## src/rtl/irqc_pkg.sv

```systemverilog
package irqc_pkg;

    localparam int DW = 32;

    localparam logic [7:0] OFF_REV    = 8'h00;
    localparam logic [7:0] OFF_CFG    = 8'h10;
    localparam logic [7:0] OFF_STAT   = 8'h14;
    localparam logic [7:0] OFF_SRC    = 8'h40;
    localparam logic [7:0] OFF_CTRL   = 8'h48;
    localparam logic [7:0] OFF_MCLR0  = 8'h88;
    localparam logic [7:0] OFF_MSET0  = 8'h8C;
    localparam logic [7:0] OFF_PEND0  = 8'h98;
    localparam int         BANK_STEP  = 32;

    typedef enum logic [1:0] {
        ST_SRST   = 2'd0,
        ST_IDLE   = 2'd1,
        ST_ACTIVE = 2'd2
    } seq_state_t;

    function automatic logic [7:0] clr_addr(input int b);
        return OFF_MCLR0 + 8'(b * BANK_STEP);
    endfunction

    function automatic logic [7:0] set_addr(input int b);
        return OFF_MSET0 + 8'(b * BANK_STEP);
    endfunction

    function automatic logic [7:0] pend_addr(input int b);
        return OFF_PEND0 + 8'(b * BANK_STEP);
    endfunction

endpackage

```

## src/rtl/irqc_mask_bank.sv

```systemverilog
module irqc_mask_bank #(
    parameter int W = 32
) (
    input  logic         clk,
    input  logic         rst_n,
    input  logic         hold_all,
    input  logic         set_we,
    input  logic         clr_we,
    input  logic [W-1:0] wdata,
    input  logic [W-1:0] lines,
    output logic [W-1:0] mask,
    output logic [W-1:0] pend
);

    always_ff @(posedge clk or negedge rst_n) begin
        if (!rst_n) begin
            mask <= '1;
        end else if (hold_all) begin
            mask <= '1;
        end else if (set_we) begin
            mask <= mask | wdata;
        end else if (clr_we) begin
            mask <= mask & ~wdata;
        end
    end

    assign pend = lines & ~mask;

endmodule

```

## src/rtl/irqc_lowest.sv

```systemverilog
module irqc_lowest #(
    parameter int N   = 96,
    parameter int IDW = 7
) (
    input  logic [N-1:0]   req,
    output logic           any,
    output logic [IDW-1:0] id
);

    always_comb begin
        any = |req;
        id  = '0;
        for (int i = N - 1; i >= 0; i--) begin
            if (req[i]) begin
                id = IDW'(i);
            end
        end
    end

endmodule

```

## src/rtl/irqc_seq.sv

```systemverilog
module irqc_seq
    import irqc_pkg::*;
#(
    parameter int N        = 96,
    parameter int IDW      = 7,
    parameter int SRST_CYC = 4
) (
    input  logic           clk,
    input  logic           rst_n,
    input  logic           srst_req,
    input  logic           agree,
    input  logic           any_pend,
    input  logic [IDW-1:0] win_id,
    input  logic [N-1:0]   pend_vec,
    output seq_state_t     state,
    output logic [IDW-1:0] latched_id,
    output logic           busy,
    output logic           irq_o
);

    localparam int CW = $clog2(SRST_CYC + 1);

    seq_state_t    nxt;
    logic [CW-1:0] cnt;
    logic [N-1:0]  shifted;
    logic          lat_pend;

    always_comb begin
        nxt = state;
        if (srst_req) begin
            nxt = ST_SRST;
        end else begin
            unique case (state)
                ST_SRST:   if (cnt == CW'(SRST_CYC - 1)) nxt = ST_IDLE;
                ST_IDLE:   if (any_pend) nxt = ST_ACTIVE;
                ST_ACTIVE: if (agree) nxt = ST_IDLE;
                default:   nxt = ST_SRST;
            endcase
        end
    end

    always_ff @(posedge clk or negedge rst_n) begin
        if (!rst_n) begin
            state      <= ST_SRST;
            cnt        <= '0;
            latched_id <= '0;
        end else begin
            state <= nxt;
            if (srst_req) begin
                cnt        <= '0;
                latched_id <= '0;
            end else begin
                if (state == ST_SRST) cnt <= cnt + 1'b1;
                if (state == ST_IDLE && any_pend) latched_id <= win_id;
            end
        end
    end

    assign shifted  = pend_vec >> latched_id;
    assign lat_pend = shifted[0];

    always_comb begin
        busy  = 1'b0;
        irq_o = 1'b0;
        unique case (state)
            ST_SRST:   busy  = 1'b1;
            ST_IDLE:   irq_o = 1'b0;
            ST_ACTIVE: irq_o = lat_pend;
            default:   busy  = 1'b1;
        endcase
    end

endmodule

```

## src/rtl/irq_ctrl.sv

```systemverilog
module irq_ctrl
    import irqc_pkg::*;
#(
    parameter int         NUM_SRC     = 96,
    parameter int         BANK_W      = 32,
    parameter int         SRST_CYCLES = 4,
    parameter logic [3:0] REV_MAJOR   = 4'h2,
    parameter logic [3:0] REV_MINOR   = 4'h1
) (
    input  logic               clk,
    input  logic               rst_n,
    input  logic [7:0]         bus_addr,
    input  logic [31:0]        bus_wdata,
    input  logic               bus_we,
    input  logic               bus_re,
    output logic [31:0]        bus_rdata,
    input  logic [NUM_SRC-1:0] irq_lines,
    output logic               irq_o
);

    localparam int NB  = NUM_SRC / BANK_W;
    localparam int IDW = $clog2(NUM_SRC);

    logic [NB-1:0][BANK_W-1:0] mask_bank;
    logic [NB-1:0][BANK_W-1:0] pend_bank;
    logic [NB-1:0]             set_we;
    logic [NB-1:0]             clr_we;
    logic [NUM_SRC-1:0]        mask_all;
    logic [NUM_SRC-1:0]        pend_all;
    logic                      any_pend;
    logic [IDW-1:0]            win_id;
    logic [IDW-1:0]            latched_id;
    seq_state_t                state;
    logic                      busy;
    logic                      agree;
    logic                      srst_req;
    logic                      mask_we_any;
    logic                      autoidle;
    logic [31:0]               rd_next;

    assign agree       = bus_we && (bus_addr == OFF_CTRL) && bus_wdata[0];
    assign srst_req    = bus_we && (bus_addr == OFF_CFG) && bus_wdata[1];
    assign mask_we_any = |set_we || |clr_we;

    for (genvar b = 0; b < NB; b++) begin : g_bank
        assign set_we[b] = bus_we && (bus_addr == set_addr(b));
        assign clr_we[b] = bus_we && (bus_addr == clr_addr(b));

        irqc_mask_bank #(.W(BANK_W)) u_bank (
            .clk      (clk),
            .rst_n    (rst_n),
            .hold_all (busy),
            .set_we   (set_we[b]),
            .clr_we   (clr_we[b]),
            .wdata    (bus_wdata[BANK_W-1:0]),
            .lines    (irq_lines[b*BANK_W +: BANK_W]),
            .mask     (mask_bank[b]),
            .pend     (pend_bank[b])
        );

        assign mask_all[b*BANK_W +: BANK_W] = mask_bank[b];
        assign pend_all[b*BANK_W +: BANK_W] = pend_bank[b];
    end

    irqc_lowest #(.N(NUM_SRC), .IDW(IDW)) u_pick (
        .req (pend_all),
        .any (any_pend),
        .id  (win_id)
    );

    irqc_seq #(.N(NUM_SRC), .IDW(IDW), .SRST_CYC(SRST_CYCLES)) u_seq (
        .clk        (clk),
        .rst_n      (rst_n),
        .srst_req   (srst_req),
        .agree      (agree),
        .any_pend   (any_pend),
        .win_id     (win_id),
        .pend_vec   (pend_all),
        .state      (state),
        .latched_id (latched_id),
        .busy       (busy),
        .irq_o      (irq_o)
    );

    always_ff @(posedge clk or negedge rst_n) begin
        if (!rst_n) begin
            autoidle <= 1'b0;
        end else if (srst_req) begin
            autoidle <= 1'b0;
        end else if (bus_we && bus_addr == OFF_CFG) begin
            autoidle <= bus_wdata[0];
        end
    end

    always_comb begin
        rd_next = '0;
        case (bus_addr)
            OFF_REV:  rd_next = {24'h0, REV_MAJOR, REV_MINOR};
            OFF_CFG:  rd_next = {30'h0, 1'b0, autoidle};
            OFF_STAT: rd_next = {31'h0, !busy};
            OFF_SRC:  rd_next = {{(32 - IDW){!irq_o}}, latched_id};
            default: begin
                for (int b = 0; b < NB; b++) begin
                    if (bus_addr == clr_addr(b) || bus_addr == set_addr(b))
                        rd_next = 32'(mask_bank[b]);
                    if (bus_addr == pend_addr(b))
                        rd_next = 32'(pend_bank[b]);
                end
            end
        endcase
    end

    always_ff @(posedge clk or negedge rst_n) begin
        if (!rst_n) begin
            bus_rdata <= '0;
        end else if (bus_re) begin
            bus_rdata <= rd_next;
        end
    end

endmodule

```

## config.mk

```make
export PLATFORM = sky130hd
export DESIGN_NAME = irq_ctrl
export DESIGN_NICKNAME = d
export VERILOG_FILES = /design/src/rtl/irqc_pkg.sv /design/src/rtl/irqc_mask_bank.sv /design/src/rtl/irqc_lowest.sv /design/src/rtl/irqc_seq.sv /design/src/rtl/irq_ctrl.sv
export SDC_FILE = /design/constraint.sdc
export NUM_CORES = 1
export LEC_CHECK = 0
export ABC_AREA = 1
export BUFFER_PORTS_ARGS = -buffer_cell sky130_fd_sc_hd__buf_2
export CAP_MARGIN = 20
export CORE_MARGIN = 4
export CORE_UTILIZATION = 40
export CTS_CLUSTER_DIAMETER = 50
export DETAILED_ROUTE_END_ITERATION = 10
export PLACE_DENSITY_LB_ADDON = 0.15
export SLEW_MARGIN = 25
export SYNTH_ARGS = -nofsm -noshare
export SYNTH_HDL_FRONTEND = slang
export SYNTH_SLANG_ARGS = --single-unit
export TNS_END_PERCENT = 1
```

## constraint.sdc

```tcl
create_clock -name clk -period 11.1 [get_ports clk]
set_input_delay 2.22 -clock clk [delete_from_list [all_inputs] [get_ports clk]]
set_output_delay 2.22 -clock clk [all_outputs]
set_load 0.05 [all_outputs]
```

==> results.py <==
metrics = {
    "grt": {
        "grt-ovfl-total": 0,
        "grt_use_total_pct": 27.01,
        "grt_max_degree": 80,
        "antenna_found_initial": 0,
        "grt_pass1_vias": 10090,
        "grt_pass1_wl_um": 58910,
    },
    "timing": {
        "setup_tns_ps": 0,
        "clock_skew_ps": 12.74,
        "whs_ps": 479.7,
        "fin_crit_ps": 7130,
        "slew_viol_final": 0,
        "tightest_slew_ps": 942.7,
        "finalSetupViolations": 0,
        "fmax_ghz": 0.1402,
        "slew_headroom_pct": 36.93,
        "finalHoldViolCount": 0,
        "fin_crit_sh_pct": 64.24,
        "rsz0062_at_grt": "no",
    },
    "routing": {
        "wirelength_um": 37870,
        "firstDrtPassIters": 6,
        "ant_nets": 0,
        "drc": 0,
        "via_per_inst": 5.631,
        "routedWlPerCell_um": 20.25,
        "vias": 10530,
        "initialDrtViolationCount": 992,
    },
    "floorplanning": {
        "die-width_um": 166.0,
        "die_area_sq_mm": 0.02755,
        "rows": 57,
        "die_h_um": 166.0,
        "core_sq_mm": 0.02446,
        "start_util_pct": 40.81,
        "ios": 173,
    },
    "setup_path": {
        "worstRegToRegCells": 98,
        "cp_max_fo": 3,
        "arrival_ps": 7490,
        "cp_common_cell": "nand2_1",
        "cp-end-kind": "flop",
        "startpoint_type": "input port",
        "crit_path_max_incr_delay_ps": 180,
        "required_ps": 11460,
        "critPathKind": "input port to flop",
        "ff2ff_setup_slack_ps": 5390,
        "cp_slowest_cell": "nor2_2",
    },
    "yosys": {
        "netlist_area_sq_mm": 0.009982,
        "synth_area_leaders": "dfstp_2, dfrtp_1, nand2_1",
        "synth_top_area_share_pct": 25.27,
        "yosysUniqueCellTypes": 39,
        "synth_cells": 1397,
        "synthArstFlopShare_pct": 100.0,
        "netlist_top_cells_count": "nand2_1, nor2_1, inv_1",
        "ys_seq_elements": 141,
        "yosysWarnings": 0,
        "postSynthAreaPerCell_sq_um": 7.145,
        "yosysTopAreaCell": "dfstp_2",
        "ys_seq_area_share_pct": 36.55,
        "synth.most_common_cell": "nand2_1",
        "synth-main-ff-cell": "dfstp_2",
        "synth_edf_count": 0,
        "synth_nets": 1543,
    },
    "cells_and_area": {
        "seq_area_sq_mm": 0.003649,
        "multiInputGateArea_sq_mm": 0.005056,
        "diodes": 0,
        "drive_gt1_share_pct": 23.22,
        "fillerInstances": 2539,
        "area_growth_pct": 17.42,
        "finalNetCount": 1679,
    },
    "cts": {
        "hold_buffers": 0,
        "htreeDepth": 4,
        "clk_pin_slew_ps": 70,
        "insertion_delay_ps": 430,
        "clock_sinks": 141,
        "ctsResizeCount": 0,
        "cts_inserted_buffers": 17,
        "cts_tree": "done",
        "cts_max_path_buffers": 2,
        "post_cts_buffers": 0,
        "ctsRootBufferMaster": "clkbuf_16",
    },
    "worst_hold_path": {
        "hold_class": "flop to flop",
        "holdPathStages": 2,
    },
    "placed_design": {
        "hpwl_um": 26930,
        "port_buffers": 172,
        "place.gp.congestion": 0.9524,
    },
    "pwr": {
        "vdd_ir_drop_max_v": 0.0001017,
        "power.leakage_nw": 5.995,
        "power.density_mw_per_mm2": 255.4,
    },
    "run_status": {
        "outcome": "completed",
    },
    "flow_run": {
        "drv_cap": 0,
    },
}
[worst max-delay path: cells and delay by family]
| family | cells | cell delay (ps) |
|---|---|---|
| buffers and inverters | 2 | 120 |
| and+or+nand+nor | 97 | 5190 |
[through the flow]
| step | std cells | setup WS [ps] | total power, mW | utilization, % | cell area (sq um) |
|---|---|---|---|---|---|
| floorplan | 1397 | 4258 | 1.946 | - | 9982 |
| CTS | 1870 | 4028 | 2.989 | 47.92 | 11720 |
| global placement | 1838 | 3617 | 2.367 | 45.48 | 11120 |
| detailed placement | 1838 | 3609 | 2.392 | 45.48 | 11120 |
| finish | 1870 | 3970 | 2.994 | 47.92 | 11720 |
| global route | 1870 | 3018 | 3.238 | 47.92 | 11720 |
[registers in the layout, indices dropped and copies added, names as in the netlist]
name and flops:
g_bank.u_bank.mask 96, bus_rdata 32, u_seq.latched_id 7, u_seq.cnt 3, u_seq.state 2, autoidle 1
[layout make-up]
cell class	count	area share (%)
clock buffer	18	3.747
tap	324	3.459
multi-input combinational	977	43.14
clock inverter	14	1.345
timing repair buffer	187	8.358
sequential	141	31.13
inverter	209	8.828
[power breakdown]
group	total, mW	switching [mW]	internal (mW)
clock	0.596	0.254	0.342
sequential	0.880	0.119	0.761
combinational	1.52	1.02	0.498
[cell usage in the layout, fill, tap and decap left out, types with 3 or more instances in the layout]
| cell type | n |
|---|---|
| a2111oi_0 | 5 |
| nor2_1 | 201 |
| o211ai_1 | 101 |
| inv_1 | 187 |
| a21oi_1 | 51 |
| nor3_1 | 8 |
| o21ai_0 | 181 |
| clkbuf_16 | 17 |
| bufinv_8 | 18 |
| ha_1 | 5 |
| nand2_4 | 12 |
| inv_2 | 3 |
| nor2_2 | 4 |
| dfstp_2 | 96 |
| a211oi_1 | 3 |
| a31oi_1 | 12 |
| nand3_1 | 23 |
| nand4_1 | 3 |
| a221oi_1 | 44 |
| o221ai_1 | 19 |
| buf_2 | 171 |
| o2111ai_1 | 5 |
| o22ai_1 | 10 |
| clkinv_4 | 3 |
| dfrtp_1 | 45 |
| nand2_1 | 270 |
| inv_6 | 4 |
| buf_4 | 15 |
[worst paths after layout]
check / from / endpoint
max: irq_lines[95] / u_seq.latched_id[0]
min: u_seq.cnt[1] / u_seq.cnt[1]
max reg2reg: g_bank[2].u_bank.mask[30] / u_seq.latched_id[0]
min reg2reg: u_seq.cnt[1] / u_seq.cnt[1]
max in group asynchronous: rst_n / bus_rdata[11]
min in group asynchronous: rst_n / bus_rdata[22]
[cell families after synthesis]
family / Yosys count / share of synthesized area (%)
compound gates: 442 / 28.10
fa+ha+maj: 6 / 0.7520
simple gates: 529 / 21.50
flops: 141 / 36.55
buf+inv: 279 / 13.10
[metal layers]
metal / global-route usage [%] / share of wire (%)
met1: 39.28 / 45
met5: 0 / 0
met2: 41.78 / 44
met3: 4.927 / 8.1
met4: 6.671 / 2.0
Power figures use the tool's default switching activity.
